### src/rtl/phase_stretch_pkg.sv
`timescale 1ns/1ps
package phase_stretch_pkg;

  // How the bank byte copy is captured.
  typedef enum logic {
    CAP_TRACK = 1'b0,  // follow the bus while the phase clock is low
    CAP_CLOSE = 1'b1   // take the last low-phase sample when the phase clock rises
  } cap_mode_e;

  // Next hold state: decided only while the source clock is high.
  function automatic logic hold_step(input logic src_hi, input logic ready, input logic held);
    if (src_hi) begin
      return !ready;
    end
    return held;
  endfunction

endpackage

### src/rtl/ps_sync.sv
`timescale 1ns/1ps
module ps_sync #(
  parameter int unsigned      W       = 1,
  parameter int unsigned      STAGES  = 2,
  parameter logic [W-1:0]     RST_VAL = '0
) (
  input  logic         clk,
  input  logic         rst_n,
  input  logic [W-1:0] d,
  output logic [W-1:0] q
);

  logic [STAGES-1:0][W-1:0] stg;

  for (genvar i = 0; i < STAGES; i++) begin : g_stage
    if (i == 0) begin : g_head
      always_ff @(posedge clk or negedge rst_n) begin
        if (!rst_n) begin
          stg[0] <= RST_VAL;
        end else begin
          stg[0] <= d;
        end
      end
    end else begin : g_tail
      always_ff @(posedge clk or negedge rst_n) begin
        if (!rst_n) begin
          stg[i] <= RST_VAL;
        end else begin
          stg[i] <= stg[i-1];
        end
      end
    end
  end

  assign q = stg[STAGES-1];

endmodule

### src/rtl/ps_hold_ctrl.sv
`timescale 1ns/1ps
module ps_hold_ctrl
  import phase_stretch_pkg::*;
(
  input  logic clk,
  input  logic rst_n,
  input  logic src_hi,   // sampled source clock
  input  logic ready,    // sampled ready request
  output logic phi_d,    // next phase clock value
  output logic phi_q,    // registered phase clock
  output logic le_q,     // registered latch enable
  output logic hold_q    // stretch in progress
);

  logic hold_d;
  logic le_d;
  logic hold_en;

  // Next-state logic. The phase clock uses the next hold value so that a
  // stretch that starts on this sample never lets a low sample through.
  always_comb begin
    hold_en = src_hi;
    hold_d  = hold_step(src_hi, ready, hold_q);
    phi_d   = src_hi | hold_d;
    le_d    = !phi_d;
  end

  always_ff @(posedge clk or negedge rst_n) begin
    if (!rst_n) begin
      hold_q <= 1'b0;
    end else if (hold_en) begin
      hold_q <= hold_d;
    end
  end

  always_ff @(posedge clk or negedge rst_n) begin
    if (!rst_n) begin
      phi_q <= 1'b0;
      le_q  <= 1'b0;
    end else begin
      phi_q <= phi_d;
      le_q  <= le_d;
    end
  end

endmodule

### src/rtl/ps_bank_latch.sv
`timescale 1ns/1ps
module ps_bank_latch
  import phase_stretch_pkg::*;
#(
  parameter int unsigned DATA_W   = 8,
  parameter cap_mode_e   CAP_MODE = CAP_TRACK
) (
  input  logic              clk,
  input  logic              rst_n,
  input  logic              phi_d,
  input  logic              phi_q,
  input  logic [DATA_W-1:0] data_in,
  output logic [DATA_W-1:0] bank_q
);

  logic [DATA_W-1:0] data_q;   // aligned with phi_q
  logic              cap_en;
  logic [DATA_W-1:0] cap_val;

  always_comb begin
    if (CAP_MODE == CAP_CLOSE) begin
      cap_en  = !phi_q && phi_d;   // phase clock about to rise
      cap_val = data_q;            // last sample of the low phase
    end else begin
      cap_en  = !phi_d;            // transparent while the phase clock is low
      cap_val = data_in;
    end
  end

  always_ff @(posedge clk or negedge rst_n) begin
    if (!rst_n) begin
      data_q <= '0;
    end else begin
      data_q <= data_in;
    end
  end

  always_ff @(posedge clk or negedge rst_n) begin
    if (!rst_n) begin
      bank_q <= '0;
    end else if (cap_en) begin
      bank_q <= cap_val;
    end
  end

endmodule

### src/rtl/phase_stretch.sv
`timescale 1ns/1ps
module phase_stretch
  import phase_stretch_pkg::*;
#(
  parameter int unsigned DATA_W      = 8,
  parameter int unsigned SYNC_STAGES = 2,
  parameter cap_mode_e   CAP_MODE    = CAP_TRACK
) (
  input  logic              clk,
  input  logic              rst_n,
  input  logic              src_clk_i,
  input  logic              ready_i,
  input  logic [DATA_W-1:0] data_i,
  output logic              phi_o,
  output logic              bank_le_o,
  output logic [DATA_W-1:0] bank_q_o
);

  localparam int unsigned SW = DATA_W + 2;
  localparam logic [SW-1:0] SYNC_RST = {1'b0, 1'b1, {DATA_W{1'b0}}};

  logic [SW-1:0]     raw_bus;
  logic [SW-1:0]     smp_bus;
  logic              src_s;
  logic              ready_s;
  logic [DATA_W-1:0] data_s;
  logic              phi_d;
  logic              phi_q;
  logic              le_q;
  logic              hold_q;

  assign raw_bus = {src_clk_i, ready_i, data_i};

  ps_sync #(
    .W       (SW),
    .STAGES  (SYNC_STAGES),
    .RST_VAL (SYNC_RST)
  ) u_sync (
    .clk   (clk),
    .rst_n (rst_n),
    .d     (raw_bus),
    .q     (smp_bus)
  );

  assign src_s   = smp_bus[SW-1];
  assign ready_s = smp_bus[SW-2];
  assign data_s  = smp_bus[DATA_W-1:0];

  ps_hold_ctrl u_hold (
    .clk    (clk),
    .rst_n  (rst_n),
    .src_hi (src_s),
    .ready  (ready_s),
    .phi_d  (phi_d),
    .phi_q  (phi_q),
    .le_q   (le_q),
    .hold_q (hold_q)
  );

  ps_bank_latch #(
    .DATA_W   (DATA_W),
    .CAP_MODE (CAP_MODE)
  ) u_latch (
    .clk     (clk),
    .rst_n   (rst_n),
    .phi_d   (phi_d),
    .phi_q   (phi_q),
    .data_in (data_s),
    .bank_q  (bank_q_o)
  );

  assign phi_o     = phi_q;
  assign bank_le_o = le_q;

endmodule

### config.mk
export PLATFORM = sky130hd
export DESIGN_NAME = phase_stretch
export DESIGN_NICKNAME = d
export VERILOG_FILES = /design/src/rtl/phase_stretch_pkg.sv /design/src/rtl/ps_sync.sv /design/src/rtl/ps_hold_ctrl.sv /design/src/rtl/ps_bank_latch.sv /design/src/rtl/phase_stretch.sv
export SDC_FILE = /design/constraint.sdc
export NUM_CORES = 1
export LEC_CHECK = 0
export BUFFER_PORTS_ARGS = -buffer_cell sky130_fd_sc_hd__clkbuf_2
export CORE_MARGIN = 8
export CORE_UTILIZATION = 31
export DETAILED_ROUTE_END_ITERATION = 6
export PLACE_DENSITY_LB_ADDON = 0.3
export SETUP_SLACK_MARGIN = 0.2
export SLEW_MARGIN = 25
export SYNTH_ARGS = -nofsm -noshare
export SYNTH_HDL_FRONTEND = slang
export SYNTH_SLANG_ARGS = --single-unit
### constraint.sdc
create_clock -name clk -period 1.66 [get_ports clk]
set_input_delay 0.249 -clock clk [delete_from_list [all_inputs] [get_ports clk]]
set_output_delay 0.249 -clock clk [all_outputs]
set_load 0.01 [all_outputs]
# Word level (Yosys, flattened, before mapping)
# Index checks and enable logic that the tools add are counted.
dict set report word_totals {
  register_bits 31
  inputBits 12
  output_inout_bits 10
  word_cells 12
}
dict set report classes {
  n_mux 3
  bitwise 1
  reduce_logical 2
}
# cell count
set op_table {}
lappend op_table {{two-way mux 1 bit} 3}
lappend op_table {{zero test 1 bit} 2}
lappend op_table {{bitwise OR 1 bit} 1}

# Depth between registers and ports, before layout
# Gate-level depths: netlist (run 1).
dict set report logic_depth {
  ltp_word 5
  depth_mapped 3
  depth_no_buf 2
}

# Hierarchy
# From an unflattened synthesis (run 1), not the netlist that was laid out.
dict set report unflattened {
  cells_unflattened 54
  area_unflattened_um2 1008.5
}
# mod instances cells_per_inst area_per_inst_um2 seq_area_each_um2
set modules_own_cells {}
lappend modules_own_cells {ps_sync 1 30 578.1 503.0}
lappend modules_own_cells {ps_bank_latch 1 17 331.6 200.2}
lappend modules_own_cells {ps_hold_ctrl 1 7 98.8 75.1}

# Worst setup path after synthesis (run 1)
# No wires, ideal clock.
dict set report synth_path {
  path_kind {reg-to-reg}
  from {register u_hold.hold_q}
  to {register u_latch.bank_q[0]}
  setup_time_ns 0.125
  t_arrival_ns 0.939
  required_time_ns 1.535
  slack_ns 0.596
  path_stages_with_launch 4
  path_buffers 1
  synth_period_minus_slack_ns 1.064
  cell_sequence {dfrtp_1 > nor2_2 > buf_6 > mux2_4}
}
dict set report synth_via {
  elab_chain_len 2
}
# item line_no
set synth_lines {}
lappend synth_lines {{start, declared} ps_hold_ctrl.sv:12} ;# output logic hold_q
lappend synth_lines {{start signal, assigned} ps_hold_ctrl.sv:32} ;# hold_q <= hold_d;
lappend synth_lines {{two-way mux 1 bit} phase_stretch_pkg.sv:15} ;# return held;
lappend synth_lines {{bitwise OR 1 bit} ps_hold_ctrl.sv:24} ;# phi_d = src_hi | hold_d;
lappend synth_lines {{end signal, assigned} ps_bank_latch.sv:42} ;# bank_q <= cap_val;
lappend synth_lines {{end, declared} ps_bank_latch.sv:13} ;# output logic [DATA_W-1:0] bank_q
# No other way between the ends.
# A chain may end at the register's enable or synchronous reset.

# Final worst setup path (run 1)
dict set report layout_path {
  from {register u_hold.hold_q}
  to {register u_latch.bank_q[3]}
}
# Same word-level chain as after synthesis.

==> results.ini, run 1 <==
[worst_setup_path]
worstPathRequired_ns=1.86
crit_path_max_fanout=8
start_kind=register
endpoint_kind=register
path_class=reg2reg
arrival_ns=1.34
slowest_delay_ns=0.39
path_cells=nor2_2, buf_4, mux2_4
cp_slowest_cell=dfrtp_1

[run_status]
status=completed

[clock_network]
numClockSinks=31
clk_latency_ns=0.32
cts_tree=yes
clk_transition_reported_paths_ns=0.08
cts_root_buffer=clkbuf_4
clk_path_buf_depth=2
cts_made_buffers=5
htree_levels=2

[logic_synthesis]
synth-seq-cells=31
synth-simple-area-share_pct=0.6793
yosysWarnings=0
synth_area_um2=920.9
synthCells=43
synth_fa_ha_area_share_pct=0
synth_mux_area_share_pct=12.64
syn-num-nets=55
synth_top_family_by_area=multiplexers
synth-compound-area-share_pct=0.5435
synthXorXnorAreaFrac_pct=0
synth_seq_area_share_pct=84.51
synth_cell_types=8
avgSynthCellArea_um2=21.42

[power]
clkPwrFrac_pct=26.7
seq_power_share_pct=61.1
comb_power_share_pct=12.3
total_power_w=0.001405
leakage_nw=0.5548
p_int_w=0.001084
p_switching_w=0.0003211
powerDensity_nw_per_um2=1229
switching_share_pct=22.85
vdd_ir_drop_max_uv=673.6

[sta]
min_period_ns=1.139
period_share_pct=68.59
timing.hold.ws_ns=0.03558
relSlewSlack_pct=51.63
hold_viol=0
fmax_mhz=878.3
skew_ns=0.006887
finalSetupTns_ns=0
rsz0062_at_grt=false
drv_slew=0
max_slew.worst_pin.slew_ns=0.7255
setup_viol_count_final=0

[global_route]
grt_pass1_wl_um=2332
gr-total-overflow=0
antenna_found_initial=0
grt_max_degree=32
grtUsageTotal_pct=6.394
grt_pass1_vias=472

[final_layout]
syn_to_final_growth_pct=24.19
layout.nets=87
diodes=0
instances_no_fill=106
post-route-util_pct=41.12
layout-drive-gt1-share_pct=52.00

[placed_design]
dp_hpwl_um=937.1
place_inst=96
port_buffers=21
finalWeightedCongestion=0.6137

[die]
dieArea_um2=4971
start_util_pct=33.11
die_w_um=70.51
rows=19
io_pins=22
coreArea_um2=2781
fp.dieH_um=70.51

[hold_path]
hold_path_class=in2reg

[detailed_routing]
num_vias=437
avgRoutedWirePerCell_um=12.92
drtIter0Drc=7
viasPerCell=4.123
drtAntennaViolNets=0
drc=0
routed_wl_um=1369
firstDrtPassIters=3

[job]
max_cap_violations=0

cell usage after synthesis (all sizes together):
cell,count,area (µm²)
nor2,1,6.260
mux2,8,116.4
a21oi,1,5.000
buf,1,11.26
dfrtp,29,725.7
dfstp,2,52.55
inv,1,3.750
critical path: cells and delay by family (launching register included):
family,cells,cell delay (ns)
buffers and inverters,1,0.20
multiplexers,1,0.31
flip-flops,1,0.39
AND/OR/NAND/NOR,1,0.13
cell usage in the layout (no fill, tap or decap):
master	count
a21oi_1	1
buf_4	2
clkbuf_1	2
clkbuf_2	21
clkbuf_4	5
dfrtp_1	29
dfstp_2	2
dlygate4sd3_1	3
inv_1	1
mux2_2	1
mux2_4	7
nor2_2	1
cell families after synthesis:
| kind of cell | Yosys count |
|---|---|
| flip-flops | 31 |
| buffers and inverters | 2 |
| AO/OA/AOI/OAI | 1 |
| multiplexers | 8 |
| AND/OR/NAND/NOR | 1 |
flip-flops by register name, summed over array words and instances, names as in the netlist:
name            cells
u_sync.q           10
u_sync.stg         10
u_latch.bank_q      8
u_hold.hold_q       1
u_hold.le_q         1
u_hold.phi_q        1
metal layers:
metal  GRT usage (%)  vias up  part of all wire (%)
met4           4.018        0                   3.0
met5               0        -                     0
met2           8.551       17                    47
met1           6.548      215                    40
met3           5.508        5                    10
li1                -      200                     -
final timing paths:
| check | cells past startpoint | start | endpoint | slack, ns |
|---|---|---|---|---|
| max | 3 | u_hold.hold_q$_DFFE_PN0P_ | u_latch.bank_q[3]$_DFFE_PN0N_ | 0.52 |
| max reg2reg | 3 | u_hold.hold_q$_DFFE_PN0P_ | u_latch.bank_q[3]$_DFFE_PN0N_ | 0.52 |
| min | 1 | data_i[4] | u_sync.stg[4]$_DFF_PN0_ | 0.04 |
| min reg2reg | 0 | u_sync.stg[1]$_DFF_PN0_ | u_sync.q[1]$_DFF_PN0_ | 0.35 |
| min in group asynchronous | 2 | rst_n | u_latch.bank_q[1]$_DFFE_PN0N_ | 0.51 |
| max in group asynchronous | 2 | rst_n | u_hold.hold_q$_DFFE_PN0P_ | 0.69 |
power by group through the flow:
stage	sequential (W)	clock (W)	combinational (W)
6_report	0.000858	0.000375	0.000173
5_1_grt	0.000868	0.000433	0.000191
4_1_cts	0.000861	0.000398	0.000177
3_5_place_dp	0.000875	0	0.000173
3_3_place_gp	0.000871	0	0.000169
2_1_floorplan	0.000888	0	0.0000698
metrics by stage:
| stage | setup WS (ns) | cell area [µm²] |
|---|---|---|
| 2_1_floorplan | 0.5962 | 920.9 |
| 3_3_place_gp | 0.5801 | 1069 |
| 3_5_place_dp | 0.5560 | 1069 |
| 4_1_cts | 0.5225 | 1134 |
| 5_1_grt | 0.4817 | 1144 |
| 6_report | 0.5215 | 1144 |
area by class of cell:
type,count,area [µm²]
inverters,1,3.754
well taps,31,38.79
multi-input cells,10,127.6
flip-flops and latches,31,778.2
fillers,263,1638
repair buffers,26,150.1
clock buffers,7,45.04
what timing repair did:
| action | CTS | global route |
|---|---|---|
| hold endpoints to repair | 30 | 1 |
| buffers inserted | 0 | 0 |
| hold buffers | 2 | 1 |
| gates resized for setup | 0 | 0 |
No activity file was read; power rests on OpenSTA's default activity.
==> run 2, diff against run 1 <==
- clock period: 1.66 -> 1.01 ns (I/O delays scaled with it)
==> run 2 against run 1 <==
  * The run now ends with setup timing left
  * Wire length up 14%
  * Critical path type unchanged
  * Largest cell class unchanged
  * Count of clock-buffer cells in the layout is 1 higher
  * Clock skew is 0.0041 ns lower
==> results.ini, run 2 (synthesis results as in run 1) <==
[global_route]
grt_pass1_wl_um=2449
grt_pass1_vias=584
grt_max_degree=32
grtUsageTotal_pct=6.608
antenna_found_initial=0
gr-total-overflow=0

[worst_setup_path]
start_kind=register
cp_slowest_cell=dfrtp_1
cp.buffers_inverters=1
path_class=reg2reg
endpoint_kind=register
arrival_ns=1.30
worstPathRequired_ns=1.22
crit_path_max_fanout=6
slowest_delay_ns=0.38
path_cells=nor2_2, buf_6, mux2_4
cp_top_family=flip-flops

[placed_design]
detailedPlace.worstSlack_ns=-0.08136
finalWeightedCongestion=0.5842
place_inst=97
port_buffers=21
dp_hpwl_um=923.5

[clock_network]
clk_transition_reported_paths_ns=0.09
numClockSinks=31
cts_made_buffers=5
cts_root_buffer=clkbuf_4
cts_tree=yes
htree_levels=2
clk_latency_ns=0.32
clk_path_buf_depth=2

[final_layout]
instances_no_fill=127
diodes=0
mostFrequentLayoutCells=29 x dfrtp_1, 17 x clkbuf_2, 11 x dlygate4sd3_1
final_common_cell=dfrtp_1
syn_to_final_growth_pct=48.23
layout-drive-gt1-share_pct=55.21
fill_cells=249
layout.nets=107

[sta]
relSlewSlack_pct=89.25
setup_ws_ns=-0.08749
hold_viol=0
skew_ns=0.002834
period_share_pct=108.7
drv_slew=0
rsz0062_at_grt=true
fmax_mhz=911.2
max_slew.worst_pin.slew_ns=0.1613
setup_viol_count_final=9
min_period_ns=1.097

[detailed_routing]
routed_wl_um=1555
num_vias=500
avgRoutedWirePerCell_um=12.24
viasPerCell=3.937
firstDrtPassIters=2
drtIter0Drc=14
drtAntennaViolNets=0
drc=0

[power]
vdd_ir_drop_max_uv=1330
powerDensity_nw_per_um2=1927
leakage_nw=0.6705

[die]
rows=19
coreArea_um2=2781
start_util_pct=33.11
fp.dieH_um=70.51
die_w_um=70.51
dieArea_um2=4971
io_pins=22

[hold_path]
hold_path_class=in2async

[run_status]
status=finished, violations left
failed_checks=setup timing

[job]
max_cap_violations=0

==> run 2: repair_timing <==
item | 4_1_cts | 5_1_grt
hold buffers | 11 | 0
endpoints found under the setup margin | 19 | 20
gates resized for setup | 2 | 6
hold endpoints to repair | 41 | 0
gates cloned | 0 | 0
buffers inserted | 5 | 6
==> run 2: per-layer routing <==
| metal | track usage [%] | up-vias | part of all wire (%) |
|---|---|---|---|
| li1 | - | 239 | - |
| met1 | 6.063 | 233 | 46 |
| met2 | 9.759 | 20 | 42 |
| met3 | 3.955 | 8 | 8.5 |
| met4 | 6.696 | 0 | 3.6 |
| met5 | 0 | - | 0 |
==> run 2: path summary, 6_finish.rpt <==
path	slack [ns]	from	to	cells after the start
max in group asynchronous	0.47	rst_n	u_sync.stg[8]$_DFF_PN1_	3
worst max register to register	-0.09	u_hold.hold_q$_DFFE_PN0P_	u_latch.bank_q[3]$_DFFE_PN0N_	3
worst min-delay path	0.31	rst_n	u_hold.phi_q$_DFF_PN0_	3
worst max-delay path	-0.09	u_hold.hold_q$_DFFE_PN0P_	u_latch.bank_q[3]$_DFFE_PN0N_	3
worst min register to register	0.35	u_sync.stg[7]$_DFF_PN0_	u_sync.q[7]$_DFF_PN0_	0
min in group clk	0.35	u_sync.stg[7]$_DFF_PN0_	u_sync.q[7]$_DFF_PN0_	0
==> run 2: metrics by stage <==
step | utilization [%] | area (µm²) | power (W) | hold slack (ns) | TNS (ns)
6_report | 49.08 | 1365 | 0.002631 | 0.3114 | -0.6444
3_5_place_dp | 39.14 | 1089 | 0.001731 | 0.1183 | -0.4440
3_3_place_gp | 39.14 | 1089 | 0.001724 | 0.1157 | -0.3162
5_1_grt | 49.08 | 1365 | 0.002760 | 0.3007 | -0.9440
4_1_cts | 47.19 | 1313 | 0.002628 | 0.2955 | -0.6065
2_1_floorplan | - | 920.9 | 0.001575 | -0.1441 | -0.3768
==> run 2: cell type report <==
| class | count | area (µm²) | area share (%) |
|---|---|---|---|
| clock buffers | 8 | 68.82 | 5.041 |
| inverters | 1 | 3.754 | 0.2750 |
| multi-input cells | 10 | 131.4 | 9.624 |
| flip-flops and latches | 31 | 778.2 | 57.01 |
| well taps | 31 | 38.79 | 2.841 |
| repair buffers | 46 | 344.1 | 25.21 |
==> run 2: tightest hold or removal path, cell delays in order <==
cell	delay [ns]
dlygate4sd3_1	0.52
clkbuf_2	0.12
buf_12	0.19
==> run 2: power breakdown <==
group	switching (W)	internal, W
clock	0.000383	0.000409
combinational	0.000153	0.000278
sequential	0.0000502	0.00136
total	0.000586	0.00204
==> run 3, diff against run 2 <==
- CORE_MARGIN: 8 -> 1
==> run 3 against run 2 <==
  * Via count up 2.2%
  * The run still ends with setup timing left
  * Power up 6.6%
  * Global-route usage up 4.0 points
  * Largest power group unchanged
  * Core utilization unchanged
  * Sequential share of layout area unchanged
  * Register-to-register slack about the same
  * First-iteration DRC count down 7.1%
  * Setup slack worse by 0.0065 ns
  * Sequential cell count unchanged
  * Fmax down 0.59%
  * Hold slack better by 0.00084 ns
  * Critical path depth unchanged
==> results.ini, run 3 (synthesis results as in run 1) <==
[run_status]
status=finished, violations left
failed_checks=setup timing

[clock_network]
cts_made_buffers=5
clk_path_buf_depth=2
clk_latency_ns=0.32
cts_root_buffer=clkbuf_4
cts_tree=yes
clk_transition_reported_paths_ns=0.10
htree_levels=2
numClockSinks=31

[power]
powerDensity_nw_per_um2=2055
vdd_ir_drop_max_uv=1246
leakage_nw=0.6665

[sta]
fmax_mhz=905.8
setup_ws_ns=-0.09396
skew_ns=0.009547
relSlewSlack_pct=89.15
timing.hold.ws_ns=0.3122
min_period_ns=1.104
period_share_pct=109.3
max_slew.worst_pin.slew_ns=0.1628
setup_viol_count_final=9
hold_viol=0
rsz0062_at_grt=true
drv_slew=0

[detailed_routing]
avgRoutedWirePerCell_um=10.99
firstDrtPassIters=2
drtIter0Drc=13
routed_wl_um=1374
drtAntennaViolNets=0
num_vias=511
viasPerCell=4.088
drc=0

[die]
start_util_pct=33.11
rows=19
die_w_um=56.51
fp.dieH_um=56.51
coreArea_um2=2781
io_pins=22
dieArea_um2=3193

[global_route]
grt_pass1_wl_um=2325
grt_pass1_vias=515
grtUsageTotal_pct=10.60
gr-total-overflow=0
grt_max_degree=32
antenna_found_initial=0

[placed_design]
finalWeightedCongestion=0.5704
dp_hpwl_um=811.4
place_inst=97
port_buffers=21

[worst_setup_path]
start_kind=register
worstPathRequired_ns=1.22
crit_path_max_fanout=3
arrival_ns=1.31
endpoint_kind=register
regToRegSetupSlack_ns=-0.09
path_class=reg2reg

[final_layout]
instances_no_fill=125
syn_to_final_growth_pct=48.23
layout-drive-gt1-share_pct=56.38
final_common_cell=dfrtp_1
fill_cells=243
mostFrequentLayoutCells=29 x dfrtp_1, 20 x clkbuf_2, 11 x dlygate4sd3_1
layout.nets=105
diodes=0

[job]
max_cap_violations=0

[hold_path]
hold_path_class=in2async

==> run 3: critical path: stages, from the launching register on <==
cell,delay (ns)
dfrtp_1,0.41
nor2_4,0.15
buf_4,0.12
mux2_2,0.32
==> run 3: path summary, 6_finish.rpt <==
check,startpoint,to,cells after the start
worst max-delay path,u_sync.q[9]$_DFF_PN0_,u_latch.bank_q[7]$_DFFE_PN0N_,3
worst min-delay path,rst_n,u_latch.bank_q[1]$_DFFE_PN0N_,3
worst max register to register,u_sync.q[9]$_DFF_PN0_,u_latch.bank_q[7]$_DFFE_PN0N_,3
worst min register to register,u_sync.stg[2]$_DFF_PN0_,u_sync.q[2]$_DFF_PN0_,0
max in group asynchronous,rst_n,u_sync.stg[8]$_DFF_PN1_,3
min in group clk,u_sync.stg[2]$_DFF_PN0_,u_sync.q[2]$_DFF_PN0_,0
==> run 3: timing repair <==
item | in CTS | in global routing
endpoints found under the hold margin | 41 | 0
buffers inserted | 7 | 2
endpoints found under the setup margin | 20 | 21
hold buffers | 11 | 0
pin swaps | 1 | 0
gates resized for setup | 4 | 1
==> run 3: cell type report <==
cell class                 instances  area (µm²)  share of cell area [%]
sequential                        31       778.2                   57.01
timing repair buffer              44       325.3                   23.83
multi-input combinational         10       132.6                   9.716
clock buffer                       6       51.30                   3.758
tap                               31       38.79                   2.841
clock inverter                     2       35.03                   2.566
inverter                           1       3.754                  0.2750
==> run 3: per-stage QoR <==
stage	TNS [ns]	power, W	instance area [µm²]	util (%)	setup slack [ns]
after floorplan	-0.3768	0.001575	920.9	-	-0.05383
after global placement	-0.5381	0.001716	1089	39.14	-0.08228
after detailed placement	-0.6759	0.001724	1089	39.14	-0.1008
after CTS	-0.7313	0.002834	1350	48.54	-0.09641
after global routing	-1.252	0.002959	1365	49.08	-0.1277
final	-0.6577	0.002805	1365	49.08	-0.09396
==> run 3: power by group <==
| part | internal (W) | switching [W] |
|---|---|---|
| Combinational | 0.000260 | 0.000146 |
| Clock | 0.000585 | 0.000406 |
| Sequential | 0.00136 | 0.0000502 |
| Total | 0.00220 | 0.000602 |
==> run 3: layer usage <==
metal	up-vias	part of all wire, %	GRT usage, %
li1	239	-	-
met1	249	43	11.89
met2	19	48	15.46
met3	4	7.1	6.912
met4	0	2.3	5.226
met5	-	0	0
